--- src/rtl/stk_irq_pkg.sv ---
package stk_irq_pkg;
  // Cycles the request line is forced high before promotion.
  localparam int unsigned GAP_DEFAULT = 3;

  // Index of each group inside the summary vector.
  typedef enum logic {
    GRP_BUS = 1'b0,
    GRP_DMA = 1'b1
  } grp_e;

  localparam int unsigned NUM_GRP = 2;
endpackage

--- src/rtl/stk_irq_group.sv ---
// One interrupt group: visible word, hidden word, summary and request flags.
module stk_irq_group #(
  parameter int unsigned W = 8
) (
  input  logic         clk,
  input  logic         rst_n,
  input  logic [W-1:0] evt,
  input  logic [W-1:0] mask,
  input  logic [W-1:0] fatal,
  input  logic         rd,
  input  logic         stack_en,
  input  logic         promote,
  output logic [W-1:0] stat,
  output logic         pend,
  output logic         req,
  output logic         quiet_nxt,
  output logic         hidden_nxt
);
  logic [W-1:0] shadow_q;
  logic         qual_q, rq_q;

  logic [W-1:0] land, park, lift, fresh;
  logic [W-1:0] stat_d, shadow_d;
  logic         qual_d, rq_d, pend_d, req_d;

  always_comb begin
    land     = stack_en ? '0 : evt;
    park     = stack_en ? evt : '0;
    lift     = promote ? shadow_q : '0;
    fresh    = land | lift;
    stat_d   = (rd ? '0 : stat) | fresh;
    shadow_d = (promote ? '0 : shadow_q) | park;
    // Summary trigger: unmasked or fatal. Request trigger: unmasked only.
    qual_d   = |(fresh & (~mask | fatal));
    rq_d     = |(fresh & ~mask);
    pend_d   = rd ? 1'b0 : (pend | qual_q);
    req_d    = rd ? 1'b0 : (req | rq_q);
    quiet_nxt  = !pend_d && !qual_d;
    hidden_nxt = |shadow_d;
  end

  always_ff @(posedge clk) begin
    if (!rst_n) begin
      stat     <= '0;
      shadow_q <= '0;
      qual_q   <= 1'b0;
      rq_q     <= 1'b0;
      pend     <= 1'b0;
      req      <= 1'b0;
    end else begin
      stat     <= stat_d;
      shadow_q <= shadow_d;
      qual_q   <= qual_d;
      rq_q     <= rq_d;
      pend     <= pend_d;
      req      <= req_d;
    end
  end
endmodule

--- src/rtl/stk_irq_gap.sv ---
// Post-clear gap timer: holds the request off, then fires a promote pulse.
module stk_irq_gap #(
  parameter int unsigned GAP_CYC = 3
) (
  input  logic clk,
  input  logic rst_n,
  input  logic start,
  output logic active,
  output logic promote,
  output logic hold
);
  localparam int unsigned CW = $clog2(GAP_CYC + 1);

  logic [CW-1:0] cnt;

  assign active  = (cnt != '0);
  assign promote = (cnt == CW'(1));
  assign hold    = (cnt > CW'(1));

  always_ff @(posedge clk) begin
    if (!rst_n)
      cnt <= '0;
    else if (start && !active)
      cnt <= CW'(GAP_CYC);
    else if (active)
      cnt <= cnt - CW'(1);
  end
endmodule

--- src/rtl/stk_irq_ctrl.sv ---
module stk_irq_ctrl
  import stk_irq_pkg::*;
#(
  parameter int unsigned NA      = 16,
  parameter int unsigned NB      = 8,
  parameter int unsigned GAP_CYC = GAP_DEFAULT
) (
  input  logic          clk,
  input  logic          rst_n,
  input  logic [NA-1:0] evt_bus,
  input  logic [NB-1:0] evt_dma,
  input  logic [NA-1:0] mask_bus,
  input  logic [NB-1:0] mask_dma,
  input  logic [NA-1:0] fatal_bus,
  input  logic [NB-1:0] fatal_dma,
  input  logic          rd_bus,
  input  logic          rd_dma,
  output logic [NA-1:0] stat_bus,
  output logic [NB-1:0] stat_dma,
  output logic [1:0]    pend,
  output logic          irq_n
);
  logic [NUM_GRP-1:0] req, quiet, hidden;
  logic gap_active, gap_promote, gap_hold, stack_en, gap_start;

  // Stacking is on while any summary bit is set or the gap is still counting.
  assign stack_en  = (|pend) || gap_hold;
  assign gap_start = (&quiet) && (|hidden);

  stk_irq_group #(.W(NA)) u_bus (
    .clk(clk), .rst_n(rst_n), .evt(evt_bus), .mask(mask_bus),
    .fatal(fatal_bus), .rd(rd_bus), .stack_en(stack_en),
    .promote(gap_promote), .stat(stat_bus), .pend(pend[GRP_BUS]),
    .req(req[GRP_BUS]), .quiet_nxt(quiet[GRP_BUS]),
    .hidden_nxt(hidden[GRP_BUS])
  );

  stk_irq_group #(.W(NB)) u_dma (
    .clk(clk), .rst_n(rst_n), .evt(evt_dma), .mask(mask_dma),
    .fatal(fatal_dma), .rd(rd_dma), .stack_en(stack_en),
    .promote(gap_promote), .stat(stat_dma), .pend(pend[GRP_DMA]),
    .req(req[GRP_DMA]), .quiet_nxt(quiet[GRP_DMA]),
    .hidden_nxt(hidden[GRP_DMA])
  );

  stk_irq_gap #(.GAP_CYC(GAP_CYC)) u_gap (
    .clk(clk), .rst_n(rst_n), .start(gap_start),
    .active(gap_active), .promote(gap_promote), .hold(gap_hold)
  );

  assign irq_n = !((|req) && !gap_active);
endmodule

--- config.mk ---
export PLATFORM = sky130hd
export DESIGN_NAME = stk_irq_ctrl
export DESIGN_NICKNAME = d
export VERILOG_FILES = /design/src/rtl/stk_irq_pkg.sv /design/src/rtl/stk_irq_group.sv /design/src/rtl/stk_irq_gap.sv /design/src/rtl/stk_irq_ctrl.sv
export SDC_FILE = /design/constraint.sdc
export NUM_CORES = 1
export LEC_CHECK = 0
export ABC_AREA = 1
export CORE_MARGIN = 8
export CORE_UTILIZATION = 40
export DETAILED_ROUTE_END_ITERATION = 10
export GPL_ROUTABILITY_DRIVEN = 0
export PLACE_DENSITY_LB_ADDON = 0.3
export SETUP_SLACK_MARGIN = 0.1
export SKIP_LAST_GASP = 1
export SYNTH_ARGS = -nofsm -noshare
export SYNTH_HDL_FRONTEND = slang
export SYNTH_HIERARCHICAL = 1
export SYNTH_SLANG_ARGS = --single-unit
--- constraint.sdc ---
create_clock -name clk -period 2.8 [get_ports clk]
set_input_delay 0.56 -clock clk [delete_from_list [all_inputs] [get_ports clk]]
set_output_delay 0.56 -clock clk [all_outputs]
set_load 0.02 [all_outputs]
* After elaboration in Yosys (flattened, before gate mapping)
Index checks and enable logic that the tools add are counted.
** Storage, ports and cells
- Output and inout port bits :: 27
- Bits in registers :: 58
- Input port bits :: 76
** Cells by class
- Multiplexer cells :: 14
- Order comparisons :: 1
- Equal/unequal tests :: 1
- Reductions and logical operators :: 24
- $add $sub $neg :: 1
- Bitwise logic cells :: 19
** Operator list (count)
- 2-to-1 mux 16 bit :: 5
- OR 16 bit :: 4
- 2-to-1 mux 8 bit :: 5
- bitwise AND 16 bit :: 2
- OR 8 bit :: 4
- OR reduction 16 bit :: 2
- OR reduction 24 bit :: 1
- bitwise AND 8 bit :: 2
- inverter 16 bit :: 1
- OR reduction 8 bit :: 2
- inverter 8 bit :: 1
- OR reduction 2 bit :: 4
- logical NOT 1 bit :: 6
- logical AND 1 bit :: 5
- 2-to-1 mux 2 bit :: 2
- OR 1 bit :: 4
- nonzero test 2 bit :: 2
- == test 2 x 1 -> 1 bit, second input constant :: 1
- greater-than comparator 2 x 1 -> 1 bit, second input constant :: 1
- 2-to-1 mux 1 bit :: 2
- AND reduction 2 bit :: 1
- subtractor 2 x 1 -> 2 bit, second input constant :: 1
- logical OR 1 bit :: 1
- inverter 1 bit :: 1

* Logic depth before layout (Yosys ltp)
Gate-level depths: netlist (run 1).
- Word-level depth :: 12
- Gate-level depth with buffers :: 21

* Modules after synthesis
Netlist (run 1), hierarchy kept.
** By module, submodules not included
- stk_irq_group at u_bus :: cells an instance 295, area each 1893.1 um^2, seq. area each 720.7 um^2, times used 1
- stk_irq_group at u_dma :: cells an instance 162, area each 1099.8 um^2, seq. area each 400.4 um^2, times used 1
- stk_irq_gap :: cells an instance 16, area each 125.1 um^2, seq. area each 40.0 um^2, times used 1
- stk_irq_ctrl :: cells an instance 7, area each 30.0 um^2, seq. area each 0.0 um^2, times used 1

* Worst setup path before layout (run 1)
Ideal clock, no wire load.
- Path kind :: register to register
- From :: register u_gap.cnt[1]
- To :: register u_gap.cnt[1]
- Period minus slack after synthesis :: 2147 ps
- Arrival :: 2031 ps
- Stages on the path, launching flop included :: 21
- Path buffers :: 2
- Required time :: 2684 ps
- Setup slack :: 653 ps
- Cells stage by stage :: dfxtp_1 > inv_1 > ha_1 > nor2_1 > inv_1 > nand2_1 > buf_6 > inv_4 > buf_6 > nand2_2 > nand2_2 > nand2_1 > nand2_1 > nor2_1 > nand2_1 > nor3_2 > nand2_1 > nor2_1 > inv_1 > a21boi_1 > nor2_2
** On the way
- Elaborated cells between the ends (all ways) :: 33
- Classes of those cells :: add/sub (1); order compare (1); eq/ne (1); mux (10); bitwise (6); reduce/logical (14)
** RTL lines
- start, declared :: line stk_irq_gap.sv:14 : logic [CW-1:0] cnt;
- start signal, assigned :: line stk_irq_gap.sv:24 : cnt <= CW'(GAP_CYC);
- start signal, assigned :: line stk_irq_gap.sv:26 : cnt <= cnt - CW'(1);
- == test 2 x 1 -> 1 bit * :: line stk_irq_gap.sv:17 : assign promote = (cnt == CW'(1));
- named net gap_promote :: line stk_irq_ctrl.sv:24 : logic gap_active, gap_promote, gap_hold, stack_en, gap_start;
- 2-to-1 mux 16 bit * :: line stk_irq_group.sv:29 : lift = promote ? shadow_q : '0;
- OR 16 bit * :: line stk_irq_group.sv:30 : fresh = land | lift;
- bitwise AND 16 bit * :: line stk_irq_group.sv:34 : qual_d = |(fresh & (~mask | fatal));
- OR reduction 16 bit * :: line stk_irq_group.sv:34
- logical NOT 1 bit * :: line stk_irq_group.sv:38 : quiet_nxt = !pend_d && !qual_d;
- logical AND 1 bit * :: line stk_irq_group.sv:38
- named net quiet[0] :: line stk_irq_ctrl.sv:23 : logic [NUM_GRP-1:0] req, quiet, hidden;
- AND reduction 2 bit * :: line stk_irq_ctrl.sv:28 : assign gap_start = (&quiet) && (|hidden);
- logical AND 1 bit * :: line stk_irq_ctrl.sv:28
- named net gap_start :: line stk_irq_ctrl.sv:24
- logical AND 1 bit * :: line stk_irq_gap.sv:23 : else if (start && !active)
- 2-to-1 mux 2 bit / nonzero test 2 bit (equally long branches)
The timed path passes the listed nets; every way through them passes the cells marked *. The select of a mux whose other input is x is not followed.
A chain may end at the register's enable or synchronous reset.

* Final worst setup path (run 1)
- From :: register u_gap.cnt[0]
- To :: output irq_n
** On the way
- Cells in the longest elaborated chain, start to end :: 4
** RTL lines
- nonzero test 2 bit :: line stk_irq_gap.sv:16 : assign active = (cnt != '0);
- named net gap_active :: line stk_irq_ctrl.sv:24
- logical NOT 1 bit :: line stk_irq_ctrl.sv:51 : assign irq_n = !((|req) && !gap_active);
- logical AND 1 bit :: line stk_irq_ctrl.sv:51
- logical NOT 1 bit :: line stk_irq_ctrl.sv:51
- end, declared :: line stk_irq_ctrl.sv:21 : output logic irq_n
The timed path passes the listed nets, and every way through them passes these cells.

==> results of run 1 <==
[worst min-delay path by stage]
stage,from,endpoint,depth (start not counted)
final,u_bus/stat[7]$_SDFF_PN0_,u_bus/stat[7]$_SDFF_PN0_,2
after CTS,u_bus/stat[7]$_SDFF_PN0_,u_bus/stat[7]$_SDFF_PN0_,2
after global placement,u_bus/rq_q$_SDFF_PN0_,u_bus/req$_SDFF_PP0_,2
after detailed placement,u_bus/stat[10]$_SDFF_PN0_,u_bus/stat[10]$_SDFF_PN0_,2
after floorplan,u_bus/qual_q$_SDFF_PN0_,u_bus/pend$_SDFF_PN0_,2
after global routing,u_bus/stat[7]$_SDFF_PN0_,u_bus/stat[7]$_SDFF_PN0_,2
[worst reg2reg max path: stages (launching register included)]
cell and delay, ps:
dfxtp_1 300, inv_1 110, ha_1 180, buf_4 290, inv_1 310, a22oi_1 300
nand4_1 130, nor2_1 150, nand2_1 90, nor2_1 100, nor2_1 70, inv_1 70
nand3_1 70, nand2_1 80, nor2_2 30
[metrics by stage]
| stage | instance area [um2] | util | power, mW | cells | setup slack (ps) |
|---|---|---|---|---|---|
| 2_1_floorplan | 3150 | - | 2.22 | 480 | 653 |
| 3_3_place_gp | 4200 | 0.547 | 2.68 | 673 | 459 |
| 3_5_place_dp | 4200 | 0.547 | 2.70 | 673 | 357 |
| 4_1_cts | 4390 | 0.571 | 3.45 | 689 | 335 |
| 5_1_grt | 4390 | 0.571 | 3.69 | 689 | 169 |
| 6_report | 4390 | 0.571 | 3.42 | 689 | 376 |
[cells in the mapped netlist (2+ instances only)]
cell type / count
a22oi_1: 20
o21ai_0: 12
or2_2: 10
nor2_1: 51
nor2_2: 4
dfxtp_1: 58
buf_4: 4
nor3_2: 2
buf_6: 7
or2_1: 2
clkbuf_1: 2
nand2_1: 165
nand2_2: 28
nand4_1: 5
o21ai_1: 10
buf_2: 2
inv_2: 2
ha_1: 2
o21ai_2: 8
inv_1: 69
a21oi_1: 8
[cell families (layout without fill, tap and decap cells)]
group / Yosys count / in the layout / synth area share
and+or+nand+nor: 269 / 269 / 0.364
buffers and inverters: 89 / 196 / 0.131
adders and majority gates: 2 / 2 / 0.00795
AOI/OAI and AO/OA: 62 / 62 / 0.128
DFF: 58 / 58 / 0.369
[power breakdown]
group / internal (mW) / switching (mW)
logic: 0.624 / 0.964
registers: 1.01 / 0.0886
clock network: 0.404 / 0.330
[routing by layer]
layer | track usage | vias to the layer above | part of all wire
li1 | - | 1665 | -
met1 | 0.189 | 1407 | 0.43
met2 | 0.268 | 104 | 0.47
met3 | 0.0571 | 17 | 0.078
met4 | 0.0856 | 0 | 0.025
met5 | 0 | - | 0
[state kept, by name, summed over array words and instances, names as in the netlist, 2 cells and up]
register and cells:
u_bus/stat 16, u_dma/shadow_q 8, u_bus/shadow_q 16, u_gap/cnt 2
u_dma/stat 8
[final cells by class]
type	instances	area [um2]
multi-input combinational	333	1580
inverter	73	282
fill	766	3300
clock inverter	6	57.6
tap	102	128
timing repair buffer	107	1060
clock buffer	10	128
sequential	58	1160
==> flow_metrics.py, run 1 <==
metrics = {
    "power": {
        "power_density_nw_per_um2": 779,
        "vdd_drop_max_mv": 0.366,
        "leakage_nw": 2.05,
    },
    "sta": {
        "worst_pin_slew_ps": 608,
        "rsz0062_at_grt": "no",
        "slew_viol_final": 0,
        "setup_tns_ps": 0,
        "hold_viol_final": 0,
        "setup_viol_count_final": 0,
        "max_freq_ghz": 0.412,
        "hold_ws_ps": 462,
        "period_share": 0.866,
        "skew_ps": 6.29,
        "post-route-min-period_ps": 2420,
        "relSlewSlack": 0.595,
    },
    "floorplan": {
        "ios": 103,
        "fp.coreArea_um2": 7690,
        "dieArea_um2": 11000,
        "die_h_um": 105,
        "die_w_um": 105,
        "start_util": 0.410,
        "rows": 32,
    },
    "setup_path": {
        "slowest_delay_ps": 620,
        "crit_path_start_kind": "register",
        "path_cells": "inv_1 > ha_1 > inv_1 > o21bai_1 > clkdlybuf4s50_1",
        "worstPathMaxFanout": 4,
        "cp_common_cell": "inv_1",
        "critPathBufInv": 3,
        "crit_path_end_kind": "output port",
        "crit_end": "irq_n",
        "rrSetupSlack_ps": 410,
        "cp-startpoint": "u_gap/cnt[0]$_SDFFE_PN0P_",
        "r2r-end": "u_gap/cnt[1]$_SDFFE_PN0P_",
        "r2r_start": "u_gap/cnt[1]$_SDFFE_PN0P_",
        "slowest_stage": "clkdlybuf4s50_1",
        "cp.depth": 5,
        "critPathKind": "reg2out",
        "crit_arrival_ps": 1860,
        "worst-r2r-cell-count": 14,
        "cp.required_ps": 2240,
        "crit_family": "buffers and inverters",
    },
    "clock_network": {
        "ctsHoldBuffers": 0,
        "cts.sinks": 58,
        "cts_made_buffers": 9,
        "cts_setup_buffers": 0,
        "clkTransAtPathRegs_ps": 70,
        "cts_tree": "yes",
        "h-tree-depth": 3,
        "cts_buffer_depth": 2,
        "insertion_delay_ps": 330,
        "post_cts_resized": 0,
        "root_buffer": "clkbuf_8",
    },
    "global_routing": {
        "antenna_found_initial": 0,
        "gr-total-overflow": 0,
        "grt_pass1_vias": 3147,
        "grt_pass1_wl_um": 14800,
        "grt_max_degree": 27,
        "gr-usage-all-layers": 0.165,
    },
    "detailed_routing": {
        "wirelength_um": 8970,
        "wl_per_cell_um": 13.0,
        "vias": 3193,
        "antenna_left": 0,
        "vias_per_cell": 4.63,
        "drc": 0,
        "drt_first_pass_iters": 4,
        "first_iter_violations": 115,
    },
    "yosys": {
        "yosys.area.top_type": "dfxtp_1",
        "yosys_warnings": 6,
        "ys_seq_area_frac": 0.369,
        "async_flop_share": 0,
        "synth-edff-count": 0,
        "synth_cell_types": 30,
        "synth_nets": 558,
        "ys_top_cells_by_area": "dfxtp_1 37%, nand2_1 20%, inv_1 8.2%, nor2_1 6.1%, nand2_2 5.6%",
        "avgSynthCellArea_um2": 6.56,
        "synth_cells": 480,
        "synth_top_area_share": 0.369,
        "synth-seq-cells": 58,
        "syn_area_um2": 3150,
        "synth_ff_type": "dfxtp_1",
    },
    "min_path": {
        "hold_class": "reg2reg",
    },
    "place": {
        "port_buffers": 102,
        "dp_hpwl_um": 7210,
    },
    "run_status": {
        "outcome": "completed",
    },
    "layout": {
        "drive_gt1_frac": 0.131,
        "mostFrequentLayoutCell": "nand2_1",
        "fin_nets": 660,
        "mostFrequentLayoutCells": "165 x nand2_1, 102 x clkdlybuf4s50_1, 69 x inv_1",
        "syn_to_final_growth_pct": 39.4,
        "num_antenna_cells": 0,
    },
    "run": {
        "cap_viol_max_count": 0,
    },
}
(Power assumes the default switching activity.)
==> run 2: changes to the inputs <==
CTS_CLUSTER_DIAMETER = 50   (was unset)
==> results of run 2 <==
Same layout as run 1: the final DEF is identical, and so are final timing and power.
